**src/rtl/hexrec_pkg.sv**
```systemverilog
package hexrec_pkg;
  localparam logic [7:0] CH_SPACE = 8'h20;
  localparam logic [7:0] CH_ZERO  = 8'h30;
  localparam logic [7:0] CH_TOP   = 8'h46;
  localparam int unsigned TBL_N   = 23;

  typedef enum logic [3:0] {
    ST_ADDR, ST_SP, ST_CNT, ST_HCMT, ST_HI, ST_LO, ST_SEP, ST_TAIL, ST_DROP
  } pst_e;

  // table entry: {valid, nibble}
  function automatic logic [4:0] hex_entry(input int unsigned idx);
    if (idx < 10) return {1'b1, 4'(idx)};
    else if (idx >= 17 && idx < TBL_N) return {1'b1, 4'(idx - 7)};
    else return 5'b0;
  endfunction
endpackage

```
**src/rtl/hexrec_decode.sv**
```systemverilog
module hexrec_decode
  import hexrec_pkg::*;
(
  input  logic [7:0] ch_i,
  output logic       ok_o,
  output logic [3:0] nib_o
);
  logic [4:0] tbl [TBL_N];
  logic [4:0] off;
  logic       in_rng;
  logic [4:0] ent;

  for (genvar g = 0; g < TBL_N; g++) begin : g_tbl
    assign tbl[g] = hex_entry(g);
  end

  assign in_rng = (ch_i >= CH_ZERO) && (ch_i <= CH_TOP);
  assign off    = 5'(ch_i - CH_ZERO);
  assign ent    = in_rng ? tbl[off] : 5'b0;
  assign ok_o   = ent[4];
  assign nib_o  = ent[3:0];
endmodule

```
**src/rtl/hexrec_parser.sv**
```systemverilog
module hexrec_parser
  import hexrec_pkg::*;
#(
  parameter int ADDR_DIGITS = 4,
  parameter int CNT_DIGITS  = 1,
  localparam int ADDR_W = 4 * ADDR_DIGITS,
  localparam int CNT_W  = 4 * CNT_DIGITS
) (
  input  logic              clk_i,
  input  logic              rst_ni,
  input  logic              beat_i,
  input  logic [7:0]        ch_i,
  input  logic              eol_i,
  input  logic              hex_ok_i,
  input  logic [3:0]        hex_nib_i,
  output logic              wr_req_o,
  output logic [ADDR_W-1:0] wr_addr_o,
  output logic [7:0]        wr_data_o,
  output logic              done_req_o,
  output logic              err_req_o
);
  localparam int MAXD  = (ADDR_DIGITS > CNT_DIGITS) ? ADDR_DIGITS : CNT_DIGITS;
  localparam int IDX_W = $clog2(MAXD + 1);
  localparam logic [IDX_W-1:0] ADDR_LAST = IDX_W'(ADDR_DIGITS - 1);
  localparam logic [IDX_W-1:0] CNT_LAST  = IDX_W'(CNT_DIGITS - 1);

  pst_e              st_q, st_d;
  logic [IDX_W-1:0]  idx_q, idx_d;
  logic [ADDR_W-1:0] addr_q, addr_d;
  logic [CNT_W-1:0]  cnt_q, cnt_d;
  logic [3:0]        hi_q, hi_d;

  always_comb begin
    st_d = st_q;  idx_d = idx_q;  addr_d = addr_q;
    cnt_d = cnt_q;  hi_d = hi_q;
    wr_req_o = 1'b0;  done_req_o = 1'b0;  err_req_o = 1'b0;
    if (beat_i) begin
      unique case (st_q)
        ST_ADDR: begin
          if (eol_i) begin
            err_req_o = (idx_q != '0);   // blank line is harmless
            idx_d = '0;
          end else if (hex_ok_i) begin
            addr_d = (addr_q << 4) | ADDR_W'(hex_nib_i);
            if (idx_q == ADDR_LAST) begin
              idx_d = '0;
              st_d  = ST_SP;
            end else begin
              idx_d = idx_q + 1'b1;
            end
          end else begin
            err_req_o = 1'b1;  idx_d = '0;  st_d = ST_DROP;
          end
        end
        ST_HCMT: begin
          if (eol_i) begin
            if (cnt_q == '0) begin
              done_req_o = 1'b1;
              st_d = ST_ADDR;
            end else begin
              st_d = ST_HI;
            end
          end
        end
        ST_TAIL, ST_DROP: begin
          if (eol_i) st_d = ST_ADDR;
        end
        default: begin
          if (eol_i) begin
            err_req_o = 1'b1;  idx_d = '0;  st_d = ST_ADDR;
          end else if (st_q == ST_SP || st_q == ST_SEP) begin
            if (ch_i != CH_SPACE) begin
              err_req_o = 1'b1;  st_d = ST_DROP;
            end else if (st_q == ST_SP) begin
              st_d = ST_CNT;
            end else if (cnt_q == '0) begin
              done_req_o = 1'b1;  st_d = ST_TAIL;
            end else begin
              st_d = ST_HI;
            end
          end else if (!hex_ok_i) begin
            err_req_o = 1'b1;  idx_d = '0;  st_d = ST_DROP;
          end else if (st_q == ST_CNT) begin
            cnt_d = (cnt_q << 4) | CNT_W'(hex_nib_i);
            if (idx_q == CNT_LAST) begin
              idx_d = '0;  st_d = ST_HCMT;
            end else begin
              idx_d = idx_q + 1'b1;
            end
          end else if (st_q == ST_HI) begin
            hi_d = hex_nib_i;  st_d = ST_LO;
          end else begin
            wr_req_o = 1'b1;
            addr_d = addr_q + 1'b1;
            cnt_d  = cnt_q - 1'b1;
            st_d   = ST_SEP;
          end
        end
      endcase
    end
  end

  assign wr_addr_o = addr_q;
  assign wr_data_o = {hi_q, hex_nib_i};

  always_ff @(posedge clk_i or negedge rst_ni) begin
    if (!rst_ni) begin
      st_q <= ST_ADDR;  idx_q <= '0;  addr_q <= '0;  cnt_q <= '0;  hi_q <= '0;
    end else begin
      st_q <= st_d;  idx_q <= idx_d;  addr_q <= addr_d;  cnt_q <= cnt_d;  hi_q <= hi_d;
    end
  end
endmodule

```
**src/rtl/hexrec_wr_stage.sv**
```systemverilog
module hexrec_wr_stage #(
  parameter int ADDR_W = 16
) (
  input  logic              clk_i,
  input  logic              rst_ni,
  input  logic              wr_req_i,
  input  logic [ADDR_W-1:0] wr_addr_i,
  input  logic [7:0]        wr_data_i,
  input  logic              done_req_i,
  input  logic              err_req_i,
  output logic              mem_we_o,
  output logic [ADDR_W-1:0] mem_addr_o,
  output logic [7:0]        mem_data_o,
  output logic              done_o,
  output logic              err_o
);
  always_ff @(posedge clk_i or negedge rst_ni) begin
    if (!rst_ni) begin
      mem_we_o <= 1'b0;  mem_addr_o <= '0;  mem_data_o <= '0;
      done_o <= 1'b0;  err_o <= 1'b0;
    end else begin
      mem_we_o <= wr_req_i;
      done_o   <= done_req_i;
      err_o    <= err_req_i;
      if (wr_req_i) begin
        mem_addr_o <= wr_addr_i;
        mem_data_o <= wr_data_i;
      end
    end
  end
endmodule

```
**src/rtl/hexrec_loader.sv**
```systemverilog
module hexrec_loader #(
  parameter int ADDR_DIGITS = 4,
  parameter int CNT_DIGITS  = 1,
  localparam int ADDR_W = 4 * ADDR_DIGITS
) (
  input  logic              clk_i,
  input  logic              rst_ni,
  input  logic              ch_valid_i,
  input  logic [7:0]        ch_data_i,
  input  logic              ch_eol_i,
  output logic              ch_ready_o,
  output logic [ADDR_W-1:0] mem_addr_o,
  output logic [7:0]        mem_data_o,
  output logic              mem_we_o,
  output logic              rec_done_o,
  output logic              rec_err_o
);
  logic              beat, hex_ok, wr_req, done_req, err_req;
  logic [3:0]        hex_nib;
  logic [ADDR_W-1:0] wr_addr;
  logic [7:0]        wr_data;

  // write port busy blocks the stream
  assign ch_ready_o = !mem_we_o;
  assign beat       = ch_valid_i && ch_ready_o;

  hexrec_decode u_dec (
    .ch_i  (ch_data_i),
    .ok_o  (hex_ok),
    .nib_o (hex_nib)
  );

  hexrec_parser #(.ADDR_DIGITS(ADDR_DIGITS), .CNT_DIGITS(CNT_DIGITS)) u_parse (
    .clk_i      (clk_i),
    .rst_ni     (rst_ni),
    .beat_i     (beat),
    .ch_i       (ch_data_i),
    .eol_i      (ch_eol_i),
    .hex_ok_i   (hex_ok),
    .hex_nib_i  (hex_nib),
    .wr_req_o   (wr_req),
    .wr_addr_o  (wr_addr),
    .wr_data_o  (wr_data),
    .done_req_o (done_req),
    .err_req_o  (err_req)
  );

  hexrec_wr_stage #(.ADDR_W(ADDR_W)) u_wr (
    .clk_i      (clk_i),
    .rst_ni     (rst_ni),
    .wr_req_i   (wr_req),
    .wr_addr_i  (wr_addr),
    .wr_data_i  (wr_data),
    .done_req_i (done_req),
    .err_req_i  (err_req),
    .mem_we_o   (mem_we_o),
    .mem_addr_o (mem_addr_o),
    .mem_data_o (mem_data_o),
    .done_o     (rec_done_o),
    .err_o      (rec_err_o)
  );
endmodule

```
**config.mk**
```make
export PLATFORM = sky130hd
export DESIGN_NAME = hexrec_loader
export DESIGN_NICKNAME = d
export VERILOG_FILES = /design/src/rtl/hexrec_pkg.sv /design/src/rtl/hexrec_decode.sv /design/src/rtl/hexrec_parser.sv /design/src/rtl/hexrec_wr_stage.sv /design/src/rtl/hexrec_loader.sv
export SDC_FILE = /design/constraint.sdc
export NUM_CORES = 1
export LEC_CHECK = 0
export ABC_AREA = 0
export CORE_ASPECT_RATIO = 1.5
export CORE_UTILIZATION = 63
export CTS_BUF_LIST = sky130_fd_sc_hd__clkbuf_8
export DETAILED_ROUTE_END_ITERATION = 8
export GPL_ROUTABILITY_DRIVEN = 0
export PLACE_DENSITY = 0.88
export SYNTH_ARGS = -nofsm -noshare
export SYNTH_HDL_FRONTEND = slang
export SYNTH_SLANG_ARGS = --single-unit
```
**constraint.sdc**
```tcl
create_clock -name clk_i -period 5.9 [get_ports clk_i]
set_input_delay 1.18 -clock clk_i [delete_from_list [all_inputs] [get_ports clk_i]]
set_output_delay 1.18 -clock clk_i [all_outputs]
set_load 0.01 [all_outputs]
```
==> results of run 1 <==
==> power groups by stage <==
stage	clock network [W]	registers, W	logic [W]
finish	0.000329	0.000598	0.000490
CTS	0.000334	0.000594	0.000484
detailed placement	0	0.000602	0.000479
global route	0.000348	0.000613	0.000539
global placement	0	0.000596	0.000457
floorplan	0	0.000541	0.000395
==> routing by layer <==
| layer | part of all wire (%) | vias up |
|---|---|---|
| met5 | 0 | - |
| met4 | 4.3 | 0 |
| met3 | 4.9 | 38 |
| met2 | 53 | 133 |
| met1 | 38 | 1509 |
| li1 | - | 1405 |
==> cell usage after synthesis, types with 4 or more instances <==
| cell type | instances | area share, % |
|---|---|---|
| nor3_1 | 17 | 2.4 |
| o31ai_1 | 5 | 1.0 |
| dfrtp_1 | 58 | 40 |
| mux2_4 | 4 | 1.7 |
| buf_2 | 14 | 2.0 |
| a2bb2oi_1 | 8 | 2.0 |
| mux2_2 | 29 | 9.1 |
| nor2b_1 | 7 | 1.2 |
| o21ai_0 | 15 | 2.1 |
| nor4_1 | 4 | 0.70 |
| a31oi_1 | 9 | 1.6 |
| nand3_1 | 11 | 1.5 |
| clkbuf_1 | 7 | 0.73 |
| nand2_1 | 14 | 1.5 |
| nand4_1 | 4 | 0.70 |
| nor2_1 | 33 | 3.5 |
| a21oi_1 | 9 | 1.3 |
| ha_1 | 11 | 3.8 |
| and3_1 | 4 | 0.70 |
| inv_1 | 19 | 2.0 |
| a22oi_1 | 4 | 0.84 |
==> stage by stage <==
stage	hold WS [ns]	worst slack [ns]
after floorplan	0.477	3.00
after global placement	0.484	1.87
after detailed placement	0.492	1.72
after CTS	0.510	2.11
after global routing	0.527	1.90
final	0.503	2.07
==> cell type report <==
class	instances	area (um^2)	share of cell area, %
clock buffer	10	138	3.33
multi-input combinational	257	1930	46.8
inverter	19	71.3	1.73
timing repair buffer	42	408	9.87
sequential	58	1450	35.1
tap	70	87.6	2.12
clock inverter	6	41.3	0.999
==> worst max-delay path, delay by kind of cell <==
family	cells	cell delay (ns)
compound gates	2	0.99
simple gates	2	0.58
fa+ha+maj	1	0.19
buf+inv	2	0.67
mux	1	0.43
==> state kept, by name, indices dropped and copies added (netlist names) <==
signal,cells
u_wr.err_o,1
u_parse.idx_q,3
u_parse.cnt_q,4
u_parse.wr_addr_o,16
u_wr.mem_data_o,8
u_parse.hi_q,4
u_wr.mem_we_o,1
u_wr.mem_addr_o,16
u_wr.done_o,1
u_parse.st_q,4
==> final timing paths <==
check                                   start                  end  cells past startpoint
min in group asynchronous              rst_ni  u_wr.mem_addr_o[11]                      2
setup / recovery                 ch_data_i[1]   u_wr.mem_addr_o[6]                      8
max in group asynchronous              rst_ni      u_parse.st_q[3]                      2
hold / removal             u_wr.mem_addr_o[9]   u_wr.mem_addr_o[9]                      1
setup reg to reg              u_parse.st_q[0]      u_parse.st_q[1]                      4
hold reg to reg            u_wr.mem_addr_o[9]   u_wr.mem_addr_o[9]                      1
==> cells by family (layout without fill, tap and decap cells) <==
family | Yosys count | count (layout) | synth area share, %
AND/OR/NAND/NOR | 121 | 121 | 19.5
AO/OA/AOI/OAI | 88 | 88 | 18.5
flip-flops | 58 | 58 | 40.4
buffers and inverters | 46 | 77 | 5.82
multiplexers | 36 | 36 | 11.6
adder cells (fa/ha/maj) | 11 | 11 | 3.84
XOR/XNOR | 1 | 1 | 0.244
==> results.yml, run 1 <==
final_layout:
  layout-drive-gt1-share_pct: 18.1
  layout_common_cells: "dfrtp_1 (58), clkdlybuf4s50_1 (38), nor2_1 (33)"
  final_common_cell: "dfrtp_1"
  final_cell_area_um2: 4130
  fin_nets: 410
  n_antenna_cell: 0
  final_cells: 462
  n_fill_cell: 393
  final_core_util_pct: 75.2
  area_delta_synth_final_pct: 15.1
global_routing:
  grt.total_usage_pct: 30.0
  grt_overflow: 0
  grtUsageMet1_pct: 31.7
  grt_max_degree: 59
  grt-busiest-layer: "met2"
  grt_pass1_vias: 3124
  met3_usage_pct: 6.16
  antenna_found_initial: 0
  grt_pass1_wl_mm: 13.9
  grt_util_met2_pct: 52.7
place:
  dpl_cell_area_um2: 3950
  port-buffer-count: 39
  post-dp-hpwl_mm: 5.66
  dp.cells: 446
pwr:
  p_leak_nw: 1.73
  p_int_w: 0.000847
  p_sw_w: 0.000570
  totalPowerFinal_w: 0.00142
  power_frac_seq_pct: 42.2
  netSwitchingFraction_pct: 40.2
  power_density_nw_per_um2: 343
  peakVddDrop_mv: 0.192
  p_clk_share_pct: 23.2
  p_comb_share_pct: 34.6
clock_network:
  clk_pin_slew_ns: 0.06
  post-cts-setup-buffers: 0
  ctsHoldBuffers: 0
  cts-root-buf: "clkbuf_8"
  clkSinkCount: 58
  clock_path_buffers: 2
  cts-buffers-inserted: 9
  cts_resized: 0
  cts_max_level: 3
  cts_tree: "built"
  clock_latency_ns: 0.35
drt:
  via_count: 3085
  via_per_inst: 6.68
  routed_wl_mm: 8.20
  ant_nets: 0
  drc_errors: 0
  wl_per_cell_um: 17.7
  drtPass1Iterations: 5
  dr.first_iter.drc_count: 335
timing:
  hold_viol: 0
  period_minus_slack_ns: 3.83
  post-route-period-util_pct: 64.9
  clock_skew_ns: 0.00664
  worst_pin_slew_ns: 1.10
  slew_headroom_pct: 26.9
  fin_tns_setup_ns: 0
  setup_viol_count_final: 0
  rsz0062_at_grt: "false"
  drv_slew: 0
  timing.fmax_mhz: 261
worst_setup_path:
  crit_path_end_kind: "flop"
  cp_max_fo: 27
  cpMaxStageDelayCell: "a21o_1"
  max_stage_delay_ns: 0.87
  crit_required_ns: 6.13
  critPathLaunchType: "input port"
  rrSetupSlack_ns: 3.11
  path_class: "input port to flop"
  crit_chain: "clkdlybuf4s50_1 > inv_1 > ha_1 > nor2b_1 > a2bb2oi_4 > nand4_4 > a21o_1 > mux2_2"
  arrival_ns: 4.05
logic_synthesis:
  ys_warn_count: 0
  synthDistinctLibCells: 69
  syn_area_um2: 3590
  syn_inst: 361
  synth_nets: 384
  synthArstFlopShare_pct: 100
  ys_seq_elements: 58
  avgSynthCellArea_um2: 9.94
  ys_seq_area_share_pct: 40.4
  ys.flop_type: "dfrtp_1"
  synth_enable_flop_cells: 0
floorplanning:
  io_pins: 40
  start_util_pct: 65.3
  fp.dieH_um: 94.4
  die-area_um2: 6010
  fp.dieW_um: 63.6
  core.rowCount: 33
  core_area_um2: 5490
run_status:
  status: "finished clean"
worst_hold_path:
  hp-class: "flop to flop"
run:
  cap_violations: 0
(Power assumes the default switching activity.)
==> run 2, diff against run 1 <==
--- a/config.mk
+++ b/config.mk
@@ -7,11 +7,11 @@
 export LEC_CHECK = 0
 export ABC_AREA = 0
 export CORE_ASPECT_RATIO = 1.5
-export CORE_UTILIZATION = 63
+export CORE_UTILIZATION = 59
 export CTS_BUF_LIST = sky130_fd_sc_hd__clkbuf_8
 export DETAILED_ROUTE_END_ITERATION = 8
 export GPL_ROUTABILITY_DRIVEN = 0
-export PLACE_DENSITY = 0.88
+export PLACE_DENSITY = 0.83
 export SYNTH_ARGS = -nofsm -noshare
 export SYNTH_HDL_FRONTEND = slang
 export SYNTH_SLANG_ARGS = --single-unit
==> constraint.sdc (replaced) <==
create_clock -name clk_i -period 4 [get_ports clk_i]
set_input_delay 0.8 -clock clk_i [delete_from_list [all_inputs] [get_ports clk_i]]
set_output_delay 0.8 -clock clk_i [all_outputs]
set_load 0.01 [all_outputs]
==> run 2 against run 1 <==
Routed wire length decreased by 1.8%. Sequential power is 48% higher. Highest routed layer unchanged. Flip-flop and latch count unchanged. Sequential share of layout area decreased by 0.20 points.
==> results.yml, run 2 (synthesis results as in run 1) <==
run_status:
  status: "finished clean"
place:
  dpl_cell_area_um2: 3960
  post-dp-hpwl_mm: 5.63
  port-buffer-count: 39
  pre_cts_ws_ns: 0.442
  dp.cells: 449
clock_network:
  cts_max_level: 3
  post-cts-setup-buffers: 0
  clock_path_buffers: 2
  clkSinkCount: 58
  ctsHoldBuffers: 0
  cts-root-buf: "clkbuf_8"
  clk_pin_slew_ns: 0.07
  cts_resized: 0
  clock_latency_ns: 0.34
  cts-buffers-inserted: 9
  cts_tree: "built"
floorplanning:
  core_area_um2: 5830
  fp.dieH_um: 97.5
  die-area_um2: 6400
  core.rowCount: 34
  io_pins: 40
  start_util_pct: 61.6
  fp.dieW_um: 65.7
worst_setup_path:
  crit_path_end_kind: "flop"
  cp_max_fo: 25
  rrSetupSlack_ns: 1.31
  reg2reg_from: "u_parse.st_q[0]"
  r2r-end: "u_parse.st_q[1]"
  crit_required_ns: 4.22
  ff2ff_path_depth: 4
  path_class: "input port to flop"
  critPathLaunchType: "input port"
  arrival_ns: 3.38
final_layout:
  layout-drive-gt1-share_pct: 18.1
  final_common_cell: "dfrtp_1"
  layout_common_cells: "dfrtp_1 (58), clkdlybuf4s50_1 (38), nor2_1 (33)"
  final_cell_area_um2: 4160
  n_fill_cell: 448
  area_delta_synth_final_pct: 15.8
  final_cells: 464
  fin_nets: 411
  n_antenna_cell: 0
drt:
  drc_errors: 0
  ant_nets: 0
  wl_per_cell_um: 17.3
  dr.first_iter.drc_count: 414
  drtPass1Iterations: 5
  via_per_inst: 6.51
  via_count: 3020
  routed_wl_mm: 8.05
timing:
  timing.fmax_mhz: 317
  fin_tns_setup_ns: 0
  slew_headroom_pct: 30.2
  rsz0062_at_grt: "false"
  drv_slew: 0
  period_minus_slack_ns: 3.15
  hold_slack_ns: 0.505
  clock_skew_ns: 0.0121
  setup_viol_count_final: 0
  hold_viol: 0
  fin_ws_ns: 0.847
  post-route-period-util_pct: 78.8
  worst_pin_slew_ns: 1.05
pwr:
  peakVddDrop_mv: 0.346
  p_leak_nw: 1.75
  power_density_nw_per_um2: 515
run:
  cap_violations: 0
global_routing:
  grt_pass1_wl_mm: 13.4
  grt_pass1_vias: 2900
  antenna_found_initial: 0
  grt.total_usage_pct: 27.2
  grt_max_degree: 32
  grt_overflow: 0
worst_hold_path:
  hp-class: "input port to async pin"
## run 2: cell count changes in the layout (fill, tap and decap cells not counted), sizes merged
cell and change:
buf +1, clkinvlp -1, bufinv +1, inv -1
## run 2: how the worst max path moves through the flow
stage               cells after the start                  end  slack (ns)    startpoint
floorplan                               8      u_parse.hi_q[0]        1.48  ch_data_i[1]
global placement                        8   u_wr.mem_data_o[0]        0.57  ch_data_i[1]
detailed placement                      8  u_wr.mem_addr_o[13]        0.44  ch_data_i[1]
CTS                                     8  u_wr.mem_addr_o[13]        0.82  ch_data_i[1]
global route                            8   u_wr.mem_addr_o[6]        0.69  ch_data_i[1]
finish                                  8  u_wr.mem_addr_o[13]        0.85  ch_data_i[1]
## run 2: where the power goes
group / internal (W) / total, W / switching, W
clock network: 0.000299 / 0.000538 / 0.000239
logic: 0.000319 / 0.000719 / 0.000400
registers: 0.000691 / 0.000883 / 0.000193
total: 0.00131 / 0.00214 / 0.000832
## run 2: layout make-up
cell class | instances | area (um^2) | share of cell area, %
clock buffers | 10 | 138 | 3.31
well taps | 72 | 90.1 | 2.17
clock inverters | 5 | 55.1 | 1.32
flip-flops and latches | 58 | 1450 | 34.9
repair buffers | 43 | 415 | 10.0
multi-input cells | 257 | 1930 | 46.6
inverters | 19 | 71.3 | 1.72
## run 2: metrics by stage
stage	power [W]	util, %
final	0.00214	71.3
after global routing	0.00226	71.3
after CTS	0.00213	71.3
after detailed placement	0.00159	68.0
after global placement	0.00157	68.0
after floorplan	0.00138	-
## run 2: worst max-delay path, cell delays in order
cell and delay (ns):
clkdlybuf4s50_1 0.51, inv_1 0.16, ha_1 0.18, nor2b_1 0.26, a2bb2oi_4 0.12, nand4_4 0.11
a21o_1 0.79, mux2_2 0.43
## run 2: routing by layer
layer	routed length, um	GRT usage (%)	share of wire [%]
met1	3190	31.8	40
met4	297	13.2	3.7
met3	359	5.40	4.5
met5	0	0	0
met2	4200	46.2	52
==> run 3, diff against run 2 <==
==> constraint.sdc (replaced) <==
create_clock -name clk_i -period 3 [get_ports clk_i]
set_input_delay 0.6 -clock clk_i [delete_from_list [all_inputs] [get_ports clk_i]]
set_output_delay 0.6 -clock clk_i [all_outputs]
set_load 0.01 [all_outputs]
==> run 3 against run 2 <==
Clock skew decreased by 0.0079 ns. First-iteration DRC count decreased by 29%. Critical path depth increased by 1. Hold slack got worse by 0.056 ns. Power increased by 42%. Critical path type unchanged. Largest cell class unchanged.
==> results.yml, run 3 (synthesis results as in run 1) <==
run_status:
  status: "finished clean"
final_layout:
  layout-drive-gt1-share_pct: 21.5
  fin_nets: 427
  n_antenna_cell: 0
  seq_area_um2: 1450
  layout_common_cells: "dfrtp_1 (58), clkdlybuf4s50_1 (38), nor2_1 (33)"
  final_common_cell: "dfrtp_1"
  multiInputGateArea_um2: 1930
  area_delta_synth_final_pct: 20.5
  n_fill_cell: 423
clock_network:
  ctsHoldBuffers: 0
  clock_latency_ns: 0.35
  cts_max_level: 3
  clock_path_buffers: 2
  cts_tree: "built"
  cts-buffers-inserted: 9
  cts-root-buf: "clkbuf_8"
  clk_pin_slew_ns: 0.07
  post-cts-setup-buffers: 0
  clkSinkCount: 58
  cts_resized: 0
place:
  pre_cts_ws_ns: 0.0705
  post-dp-hpwl_mm: 5.94
  port-buffer-count: 39
worst_setup_path:
  path_class: "input port to flop"
  critPathLaunchType: "input port"
  crit_path_end_kind: "flop"
  cp_max_fo: 4
  ff2ff_path_depth: 6
  arrival_ns: 2.83
  crit_required_ns: 3.23
timing:
  hold_viol: 0
  drv_slew: 0
  period_minus_slack_ns: 2.60
  slew_headroom_pct: 28.3
  setup_viol_count_final: 0
  worst_pin_slew_ns: 1.08
  fin_ws_ns: 0.402
  rsz0062_at_grt: "false"
  fin_tns_setup_ns: 0
  post-route-period-util_pct: 86.6
  clock_skew_ns: 0.00426
  timing.fmax_mhz: 385
drt:
  wl_met1_mm: 3.24
  drtPass1Iterations: 5
  ant_nets: 0
  drc_errors: 0
  routed_wl_mm: 8.54
  via_per_inst: 6.42
  top_layer: "met4"
  wl_per_cell_um: 17.7
  routed-wl-met3_um: 325
  dr.first_iter.drc_count: 295
  routed-wl-met2_mm: 4.64
  via_count: 3086
pwr:
  power_density_nw_per_um2: 701
  totalPowerFinal_w: 0.00303
  peakVddDrop_mv: 0.518
  p_leak_nw: 1.85
worst_hold_path:
  hp-class: "input port to async pin"
global_routing:
  grt_pass1_vias: 3122
  grt.total_usage_pct: 29.8
  grt_overflow: 0
  grt_max_degree: 50
  antenna_found_initial: 0
  grt_pass1_wl_mm: 14.6
floorplanning:
  core_area_um2: 5830
  fp.dieW_um: 65.7
  die-area_um2: 6400
  start_util_pct: 61.6
  fp.dieH_um: 97.5
  io_pins: 40
  core.rowCount: 34
run:
  cap_violations: 0
## run 3: area by class of cell
cell class | count | share of cell area, %
tap | 72 | 2.08
inverter | 19 | 1.65
timing repair buffer | 59 | 12.7
clock buffer | 10 | 3.18
sequential | 58 | 33.6
clock inverter | 6 | 2.08
multi-input combinational | 257 | 44.7
## run 3: worst paths after layout
| kind | end | slack [ns] | start |
|---|---|---|---|
| min | u_wr.mem_addr_o[14] | 0.45 | rst_ni |
| max reg2reg | u_parse.wr_addr_o[9] | 0.54 | u_parse.st_q[2] |
| max in group asynchronous | u_parse.cnt_q[2] | 1.81 | rst_ni |
| min reg2reg | u_wr.mem_data_o[4] | 0.51 | u_wr.mem_data_o[4] |
| max | u_parse.idx_q[1] | 0.40 | ch_data_i[1] |
| min in group clk_i | u_wr.mem_data_o[4] | 0.51 | u_wr.mem_data_o[4] |
## run 3: metal layers
metal	track usage, %	up-vias
met5	0	-
met4	14.4	0
met3	6.46	33
met2	51.0	99
met1	34.0	1523
li1	-	1431
## run 3: worst max-delay path, stage by stage
cell,delay (ns)
clkdlybuf4s50_1,0.42
inv_1,0.13
ha_1,0.19
nor2b_1,0.29
a2bb2oi_4,0.12
buf_4,0.17
a21bo_2,0.20
a31oi_1,0.34
mux2_2,0.38
## run 3: per-stage QoR
stage	hold slack [ns]	area, um^2	utilization [%]	cells
global placement	0.487	4100	70.3	465
detailed placement	0.496	4100	70.3	465
CTS	0.490	4320	74.2	481
floorplan	0.304	3590	-	361
finish	0.449	4320	74.2	481
global route	0.532	4320	74.2	481
## run 3: where the power goes
part / internal [W] / switching, W / total, W
clock: 0.000491 / 0.000336 / 0.000827
combinational: 0.000462 / 0.000593 / 0.00105
sequential: 0.000922 / 0.000227 / 0.00115
total: 0.00187 / 0.00116 / 0.00303
